<file path="src/rtl/rc_pkg.sv">
// Shared types and constants for the rate-coded spike encoder.
package rc_pkg;
    localparam int PIX_W = 8;
    typedef logic [PIX_W-1:0] pix_t;
    localparam pix_t PIX_FULL = '1;
endpackage

</file>
<file path="src/rtl/rc_frame_loader.sv">
// Collects NPIX pixels in arrival order and pulses frame_start on the last one.
// Assumes NPIX >= 2; beats seen while busy is high are dropped.
module rc_frame_loader
    import rc_pkg::*;
#(
    parameter int NPIX = 8
) (
    input  logic                       clk,
    input  logic                       rst_n,
    input  logic                       pix_valid,
    input  pix_t                       pix_data,
    input  logic                       busy,
    output logic [NPIX-1:0][PIX_W-1:0] inten_q,
    output logic                       frame_start
);
    localparam int IDX_W = (NPIX > 1) ? $clog2(NPIX) : 1;
    localparam logic [IDX_W-1:0] IDX_LAST = IDX_W'(NPIX - 1);

    logic [IDX_W-1:0] idx_q;
    logic             take;

    // Accept a beat only outside a window; flag the frame's final pixel.
    always_comb begin
        take        = pix_valid && !busy;
        frame_start = take && (idx_q == IDX_LAST);
    end

    // Store the pixel at the current position and advance the position.
    always_ff @(posedge clk) begin
        if (!rst_n) begin
            idx_q   <= '0;
            inten_q <= '0;
        end else if (take) begin
            inten_q[idx_q] <= pix_data;
            idx_q          <= (idx_q == IDX_LAST) ? '0 : idx_q + 1'b1;
        end
    end

    // a busy cycle leaves the load state untouched
    a_r8_hold_while_busy: assert property (@(posedge clk) disable iff (!rst_n)
        busy |=> ($stable(idx_q) && $stable(inten_q)));
    // position never leaves the frame
    a_r2_idx_range: assert property (@(posedge clk) disable iff (!rst_n)
        idx_q <= IDX_LAST);
endmodule

</file>
<file path="src/rtl/rc_step_seq.sv">
// Counts the time steps of one window and marks the final one.
// Assumes frame_start never arrives while running (loader is gated by it).
module rc_step_seq #(
    parameter int STEP_W = 8
) (
    input  logic              clk,
    input  logic              rst_n,
    input  logic              frame_start,
    input  logic [STEP_W-1:0] num_steps,
    output logic              running,
    output logic              last_step
);
    logic [STEP_W-1:0] cnt_q;
    logic [STEP_W-1:0] steps_q;

    // The final step is the one whose count equals the window length minus one.
    always_comb last_step = running && (cnt_q == steps_q - 1'b1);

    // Latch the window length at frame start and count steps while running.
    always_ff @(posedge clk) begin
        if (!rst_n) begin
            running <= 1'b0;
            cnt_q   <= '0;
            steps_q <= '0;
        end else if (frame_start) begin
            running <= (num_steps != '0);
            cnt_q   <= '0;
            steps_q <= num_steps;
        end else if (running) begin
            cnt_q <= cnt_q + 1'b1;
            if (last_step) running <= 1'b0;
        end
    end

    // the step count stays inside the window
    a_r3_cnt_in_window: assert property (@(posedge clk) disable iff (!rst_n)
        running |-> (cnt_q < steps_q));
    // a zero-length window never starts
    a_r9_zero_window: assert property (@(posedge clk) disable iff (!rst_n)
        (frame_start && num_steps == '0) |=> !running);
    // the window length is held for the whole window
    a_r10_len_held: assert property (@(posedge clk) disable iff (!rst_n)
        running |=> $stable(steps_q));
endmodule

</file>
<file path="src/rtl/rc_phase_acc.sv">
// Per-pixel phase accumulator: adds the intensity each step and fires on wrap.
// Full-scale intensity fires every step; the spike output is registered and
// is zero outside steps.
module rc_phase_acc
    import rc_pkg::*;
(
    input  logic clk,
    input  logic rst_n,
    input  logic clear,
    input  logic step_en,
    input  pix_t inten,
    output logic spike_q
);
    pix_t           acc_q;
    logic [PIX_W:0] sum;
    logic           fire;

    // Next phase and wrap detection.
    always_comb begin
        sum  = {1'b0, acc_q} + {1'b0, inten};
        fire = (inten == PIX_FULL) || sum[PIX_W];
    end

    // Clear per frame, advance per step, keep the wrapped remainder.
    always_ff @(posedge clk) begin
        if (!rst_n) begin
            acc_q   <= '0;
            spike_q <= 1'b0;
        end else if (clear) begin
            acc_q   <= '0;
            spike_q <= 1'b0;
        end else if (step_en) begin
            acc_q   <= sum[PIX_W-1:0];
            spike_q <= fire;
        end else begin
            spike_q <= 1'b0;
        end
    end

    // full intensity fires on every step
    a_r6_full_every_step: assert property (@(posedge clk) disable iff (!rst_n)
        (step_en && inten == PIX_FULL) |=> spike_q);
    // zero intensity never fires
    a_r4_zero_never: assert property (@(posedge clk) disable iff (!rst_n)
        (step_en && inten == '0) |=> !spike_q);
endmodule

</file>
<file path="src/rtl/rate_spike_encoder.sv">
// Top of the rate-coded spike encoder: loader, step sequencer and one phase
// accumulator per pixel. Spike vectors appear one cycle after each step.
module rate_spike_encoder
    import rc_pkg::*;
#(
    parameter int NPIX   = 8,
    parameter int STEP_W = 8
) (
    input  logic              clk,
    input  logic              rst_n,
    input  logic              pix_valid,
    input  logic [7:0]        pix_data,
    input  logic [STEP_W-1:0] num_steps,
    output logic              spk_valid,
    output logic [NPIX-1:0]   spk_vec,
    output logic              frame_done
);
    logic [NPIX-1:0][PIX_W-1:0] inten;
    logic                       frame_start;
    logic                       running;
    logic                       last_step;

    rc_frame_loader #(.NPIX(NPIX)) u_loader (
        .clk        (clk),
        .rst_n      (rst_n),
        .pix_valid  (pix_valid),
        .pix_data   (pix_data),
        .busy       (running),
        .inten_q    (inten),
        .frame_start(frame_start)
    );

    rc_step_seq #(.STEP_W(STEP_W)) u_seq (
        .clk        (clk),
        .rst_n      (rst_n),
        .frame_start(frame_start),
        .num_steps  (num_steps),
        .running    (running),
        .last_step  (last_step)
    );

    for (genvar p = 0; p < NPIX; p++) begin : g_pix
        rc_phase_acc u_acc (
            .clk    (clk),
            .rst_n  (rst_n),
            .clear  (frame_start),
            .step_en(running),
            .inten  (inten[p]),
            .spike_q(spk_vec[p])
        );
    end

    // Register valid and done in step with the registered spike bits.
    always_ff @(posedge clk) begin
        if (!rst_n) begin
            spk_valid  <= 1'b0;
            frame_done <= 1'b0;
        end else begin
            spk_valid  <= running;
            frame_done <= last_step;
        end
    end

    // done only travels with a valid vector
    a_r7_done_with_valid: assert property (@(posedge clk) disable iff (!rst_n)
        frame_done |-> spk_valid);
    // no spike bits outside a window
    a_r3_vec_zero_idle: assert property (@(posedge clk) disable iff (!rst_n)
        !spk_valid |-> (spk_vec == '0));
endmodule

</file>
<file path="config.mk">
export PLATFORM = sky130hd
export DESIGN_NAME = rate_spike_encoder
export DESIGN_NICKNAME = d
export VERILOG_FILES = /design/src/rtl/rc_pkg.sv /design/src/rtl/rc_frame_loader.sv /design/src/rtl/rc_step_seq.sv /design/src/rtl/rc_phase_acc.sv /design/src/rtl/rate_spike_encoder.sv
export SDC_FILE = /design/constraint.sdc
export NUM_CORES = 1
export LEC_CHECK = 0
export BUFFER_PORTS_ARGS = -buffer_cell sky130_fd_sc_hd__buf_2
export CORE_MARGIN = 1
export CORE_UTILIZATION = 55
export CTS_CLUSTER_SIZE = 14
export DETAILED_ROUTE_END_ITERATION = 6
export HOLD_SLACK_MARGIN = 0.06
export PLACE_DENSITY_LB_ADDON = 0.05
export SYNTH_ARGS = -nofsm -noshare
export SYNTH_HDL_FRONTEND = slang
export SYNTH_HIERARCHICAL = 1
export SYNTH_SLANG_ARGS = --single-unit
</file>
<file path="constraint.sdc">
create_clock -name clk -period 3 [get_ports clk]
set_input_delay 0.3 -clock clk [delete_from_list [all_inputs] [get_ports clk]]
set_output_delay 0.3 -clock clk [all_outputs]
set_load 0.02 [all_outputs]
</file>
==> Word level (Yosys, flattened, before mapping) <==
Index checks and enable logic that the tools add are counted.
{ "word_totals": {"reg_bits": 158} }
{ "classes": {"n_reduce_logical": 16, "bitwise": 2, "magnitude_cmp": 2, "n_eq_ne": 10, "n_mux": 7, "addsub": 11} }
{ "ops": {"columns": ["operator", "count"], "rows": [
  ["adder 8 x 8 -> 9 bit", 8],
  ["bitwise mux 64 bit", 1],
  ["equality test 8 bit (second input constant)", 8],
  ["demux 8 bit (select 3 bit)", 1],
  ["adder 8 x 1 -> 8 bit (second input constant)", 1],
  ["equality test 8 bit", 1],
  ["logical OR 1 bit", 8],
  ["2-to-1 mux 8 bit", 1],
  ["nonzero test 8 bit", 1],
  ["subtractor 8 x 1 -> 8 bit (second input constant)", 1],
  ["logical AND 1 bit", 4],
  ["less-than comparator 3 x 4 -> 1 bit (second input constant)", 1],
  ["adder 3 x 1 -> 3 bit (second input constant)", 1],
  ["equality test 3 bit (second input constant)", 1],
  ["greater-or-equal comparator 3 x 1 -> 1 bit (second input constant)", 1],
  ["2-to-1 mux 1 bit", 3],
  ["2-to-1 mux 3 bit", 1],
  ["OR reduction 3 bit", 1],
  ["NOT 1 bit", 2],
  ["OR reduction 2 bit", 1],
  ["zero test 1 bit", 1]
]} }

==> Depth between registers and ports, before layout <==
{ "depth": {"depth_word": 6, "ltp_mapped": 8, "ltp_nobuf": 8} }

==> Modules after synthesis <==
The synthesis kept the hierarchy.
{ "modules_own_cells": {"columns": ["module", "seq_area_each_um2", "n_inst", "cells_per_inst", "area_each_um2"], "rows": [
  ["rc_phase_acc", 180.2, 8, 77, 660.6],
  ["rc_frame_loader", 1341.3, 1, 241, 2509.9],
  ["rc_step_seq", 340.3, 1, 102, 964.7],
  ["rate_spike_encoder", 40.0, 1, 4, 52.6]
]} }

==> Least setup slack after synthesis <==
No wires, ideal clock.
{ "synth_timing": {"path_kind": "register to register", "from": "register u_loader/inten_q[0] in the netlist's numbering", "to": "register g_pix[0].u_acc.acc_q[6]", "path_stages_with_launch": 9, "t_arrival_ns": 1.806, "n_path_buf": 0, "setup_ns": 0.059, "t_required_ns": 2.941, "setup_slack_ns": 1.135, "path_cell_list": "dfxtp_1 > ha_1 > inv_1 > fa_1 > nor2b_4 > o31a_1 > o31a_1 > a2111oi_1 > a31o_1"} }
{ "synth_between": {"elab_chain_len": 1} }
{ "synth_rtl": {"columns": ["item", "line_no", "source"], "rows": [
  ["start, declared", "rc_frame_loader.sv:13", "output logic [NPIX-1:0][PIX_W-1:0] inten_q,"],
  ["start signal, assigned by index", "rc_frame_loader.sv:34", "inten_q[idx_q] <= pix_data;"],
  ["adder 8 x 8 -> 9 bit", "rc_phase_acc.sv:20", "sum = {1'b0, acc_q} + {1'b0, inten};"],
  ["end signal, assigned", "rc_phase_acc.sv:33", "acc_q <= sum[PIX_W-1:0];"],
  ["end, declared", "rc_phase_acc.sv:14", "pix_t acc_q;"]
]} }
No other way between the ends.
A chain may end at the register's enable or synchronous reset.

==> Worst setup path in the final report <==
{ "layout_timing": {"from": "register u_loader.idx_q[0]", "to": "register g_pix[2].u_acc.acc_q[5]"} }
{ "layout_between": {"elab_chain_len": 3} }
{ "layout_rtl": {"columns": ["item", "line_no", "source"], "rows": [
  ["start, declared", "rc_frame_loader.sv:19", "logic [IDX_W-1:0] idx_q;"],
  ["start signal, assigned", "rc_frame_loader.sv:35", "idx_q <= (idx_q == IDX_LAST) ? '0 : idx_q + 1'b1;"],
  ["equality test 3 bit", "rc_frame_loader.sv:25", "frame_start = take && (idx_q == IDX_LAST);"],
  ["logical AND 1 bit", "rc_frame_loader.sv:25", null],
  ["named net frame_start", "rate_spike_encoder.sv:19", "logic frame_start;"],
  ["OR reduction 2 bit (no source line)", null, null],
  ["end signal, assigned", "rc_phase_acc.sv:33", null],
  ["end, declared", "rc_phase_acc.sv:14", null]
]} }
The timed path passes the listed nets, and every way through them passes these cells.

==> impl_metrics.tcl <==
set metrics [dict create \
    status "finished clean" \
    fin_nets 1084 \
    gp_congestion 0.869 \
    path_class "register to register" \
    synth_seq_area_share_pct 35.9 \
    p_int_w 0.00349 \
    fin_skew_ns 0.0113 \
    report.final.setup_viol 0 \
    syn_to_final_growth_pct 10.5 \
    relSlewSlack_pct 63.9 \
    ys_ff_latch 158 \
    clk-insertion-delay-late_ns 0.43 \
    finalCriticalPeriod_ns 2.21 \
    avgSynthCellArea_um2 9.15 \
    fin_ws_ns 0.790 \
    rows 45 \
    n_antenna_cell 0 \
    power_density_nw_per_um2 464 \
    hold_start "num_steps[2]" \
    rsz0062_at_grt "false" \
    finalCritPeriodShare_pct 73.7 \
    clk_pin_slew_ns 0.06 \
    crit_path_start "u_loader/idx_q[0]" \
    post-cts-setup-buffer-count 0 \
    synth_area_um2 8810 \
    required_ns 3.37 \
    dr_total_vias 6784 \
    crit_path_end_kind "register" \
    hold_class "input pin to register" \
    cts_root_buffer "clkbuf_16" \
    hpwl_mm 12.6 \
    yosysTopAreaCellShare_pct 35.9 \
    fin_total_pwr_w 0.00452 \
    comb_power_share_pct 4.1 \
    initial_utilization_pct 57.1 \
    critPathLaunchType "register" \
    cts_resized 0 \
    crit_family "simple AND/OR/NAND/NOR gates" \
    grt_max_degree 75 \
    crit_top_cell "ha_1" \
    portBuffers 28 \
    core_um2 15400 \
    power.switching_w 0.00103 \
    die_area_um2 16500 \
    wl_per_cell_um 15.0 \
    yosysWarnings 6 \
    critical_path_buf_inv_count 1 \
    crit_fanout 12 \
    htreeDepth 4 \
    ctsHoldBuffers 0 \
    tritoncts "done" \
    yosys-top-cells-area "dfxtp_1, mux2i_1, ha_1, nand2_1, nor2_1" \
    swShare_pct 22.8 \
    grt_overflow_total 0 \
    drive_gt1_share_pct 9.88 \
    synthCells 963 \
    p_seq_share_pct 47.4 \
    path_cells "ha_1 > ha_1 > and2_1 > buf_4 > nand2b_1 > or3_1 > mux2i_1 > a31o_2" \
    cp_data_arrival_time_ns 2.58 \
    grt_pass1_wl_mm 30.9 \
    hold_viol_final 0 \
    ys_async_sr_fraction_pct 0 \
    numCtsBuffers 17 \
    via_per_inst 5.59 \
    grt_pass1_vias 6329 \
    synth_nets 1058 \
    die_x_um 129 \
    tightest_slew_ns 0.541 \
    tns_ns 0 \
    clkPwrFrac_pct 48.6 \
    fmax_mhz 452 \
    track_usage_pct 23.5 \
    synth_edf_count 0 \
    synth_cell_types 55 \
    first_iter_violations 334 \
    ioPinCount 29 \
    crit_slowest_cell "or3_1" \
    antenna_found_initial 0 \
    routed_wl_mm 18.2 \
    slowest_delay_ns 0.39 \
    dr.pass1.iters 4 \
    die-height_um 129 \
    drcViolationCount 0 \
    ir_worst_vdd_mv 0.409 \
    ys.flop_type "dfxtp_1" \
    clock_path_buffers 2 \
    ant_nets 0 \
    dp_slack_ns 0.819 \
    r2r_start "u_loader/idx_q[0]" \
    p_leak_nw 3.90 \
    yosysTopAreaCell "dfxtp_1" \
    drv_cap 0 \
    drv_slew 0 \
    cts.sink_count 158 \
]
through the flow:
step | hold slack (ns) | utilization, % | cell area, um2 | instances
after floorplan | 0.422 | - | 8810 | 963
after global placement | 0.468 | 59.3 | 9140 | 1181
after detailed placement | 0.472 | 59.3 | 9140 | 1181
after CTS | 0.131 | 63.1 | 9740 | 1213
after global routing | 0.166 | 63.1 | 9740 | 1213
final | 0.144 | 63.1 | 9740 | 1213
synth_stat cells (13+ instances only):
library cell / instances
a21oi_1: 34
nor2b_1: 29
dfxtp_1: 158
nand3_1: 41
nand2_1: 108
inv_1: 27
xnor2_1: 13
buf_2: 14
a211oi_1: 32
o31a_1: 16
ha_1: 68
o21a_1: 16
mux2i_1: 108
o21ai_0: 28
nand4_1: 20
nor2_1: 98
xor2_1: 16
kinds of logic (layout without fill, tap and decap cells):
group	after synthesis	in the layout	synth area share (%)
compound gates	165	165	13.4
simple gates	357	357	20.2
mux	108	108	12.3
xor+xnor	30	30	3.14
buf+inv	69	108	3.61
flops	158	158	35.9
fa+ha+maj	76	76	11.5
registers in the layout, indices dropped and copies added (netlist names):
register	cells
u_seq/cnt_q	8
g_pix.u_acc/acc_q	64
g_pix.u_acc/spike_q	8
u_loader/idx_q	3
u_seq/running	1
u_loader/inten_q	64
spk_valid	1
u_seq/steps_q	8
frame_done	1
layout make-up:
class	count	area [um2]
Clock buffer	17	425
Multi-Input combinational cell	736	5330
Fill cell	1356	5690
Timing Repair Buffer	41	250
Sequential cell	158	3170
Tap cell	211	264
Inverter	35	131
Clock inverter	15	170
power groups by stage:
stage	Combinational [W]	Sequential (W)	Clock (W)
3_3_place_gp	0.000184	0.00219	0
4_1_cts	0.000186	0.00214	0.00225
2_1_floorplan	0.000131	0.00218	0
6_report	0.000185	0.00214	0.00219
3_5_place_dp	0.000186	0.00219	0
5_1_grt	0.000203	0.00214	0.00235
per-layer routing:
layer / track usage [%] / wire, um / vias to the layer above
met1: 32.0 / 9240 / 3169
met5: 0 / 0 / -
met2: 38.4 / 8420 / 84
met3: 4.12 / 440 / 11
li1: - / - / 3520
met4: 6.64 / 134 / 0
worst paths after layout:
path | slack (ns) | depth (start not counted) | end
setup / recovery | 0.79 | 8 | g_pix[2].u_acc/acc_q[5]
setup reg to reg | 0.79 | 8 | g_pix[2].u_acc/acc_q[5]
hold / removal | 0.14 | 3 | u_seq/steps_q[2]
hold reg to reg | 0.48 | 2 | u_loader/inten_q[52]
worst register-to-register path: cells and delay by family (launching register included):
family                     cells  cell delay (ns)
AOI/OAI and AO/OA              1             0.12
adders and majority gates      2             0.43
buffers and inverters          1             0.21
DFF                            1             0.38
muxes                          1             0.15
and+or+nand+nor                3             0.88
placed cells by master (no fill, tap or decap), types with 9 or more instances in the layout:
cell / synthesis / layout
buf_4: 11 / 12
nor2b_1: 29 / 29
o21a_1: 16 / 16
nand4_1: 20 / 20
a21oi_1: 34 / 34
nand3_1: 41 / 41
xnor2_1: 13 / 13
mux2i_1: 108 / 108
nand2b_1: 9 / 9
buf_2: 14 / 28
inv_1: 27 / 27
nor2_1: 98 / 98
dfxtp_1: 158 / 157
a211oi_1: 32 / 32
and3_1: 10 / 10
clkbuf_16: 0 / 17
or3_1: 10 / 10
o31a_1: 16 / 16
ha_1: 68 / 68
nand2_1: 108 / 108
o21ai_0: 28 / 28
xor2_1: 16 / 16
Power figures use the tool's default switching activity.
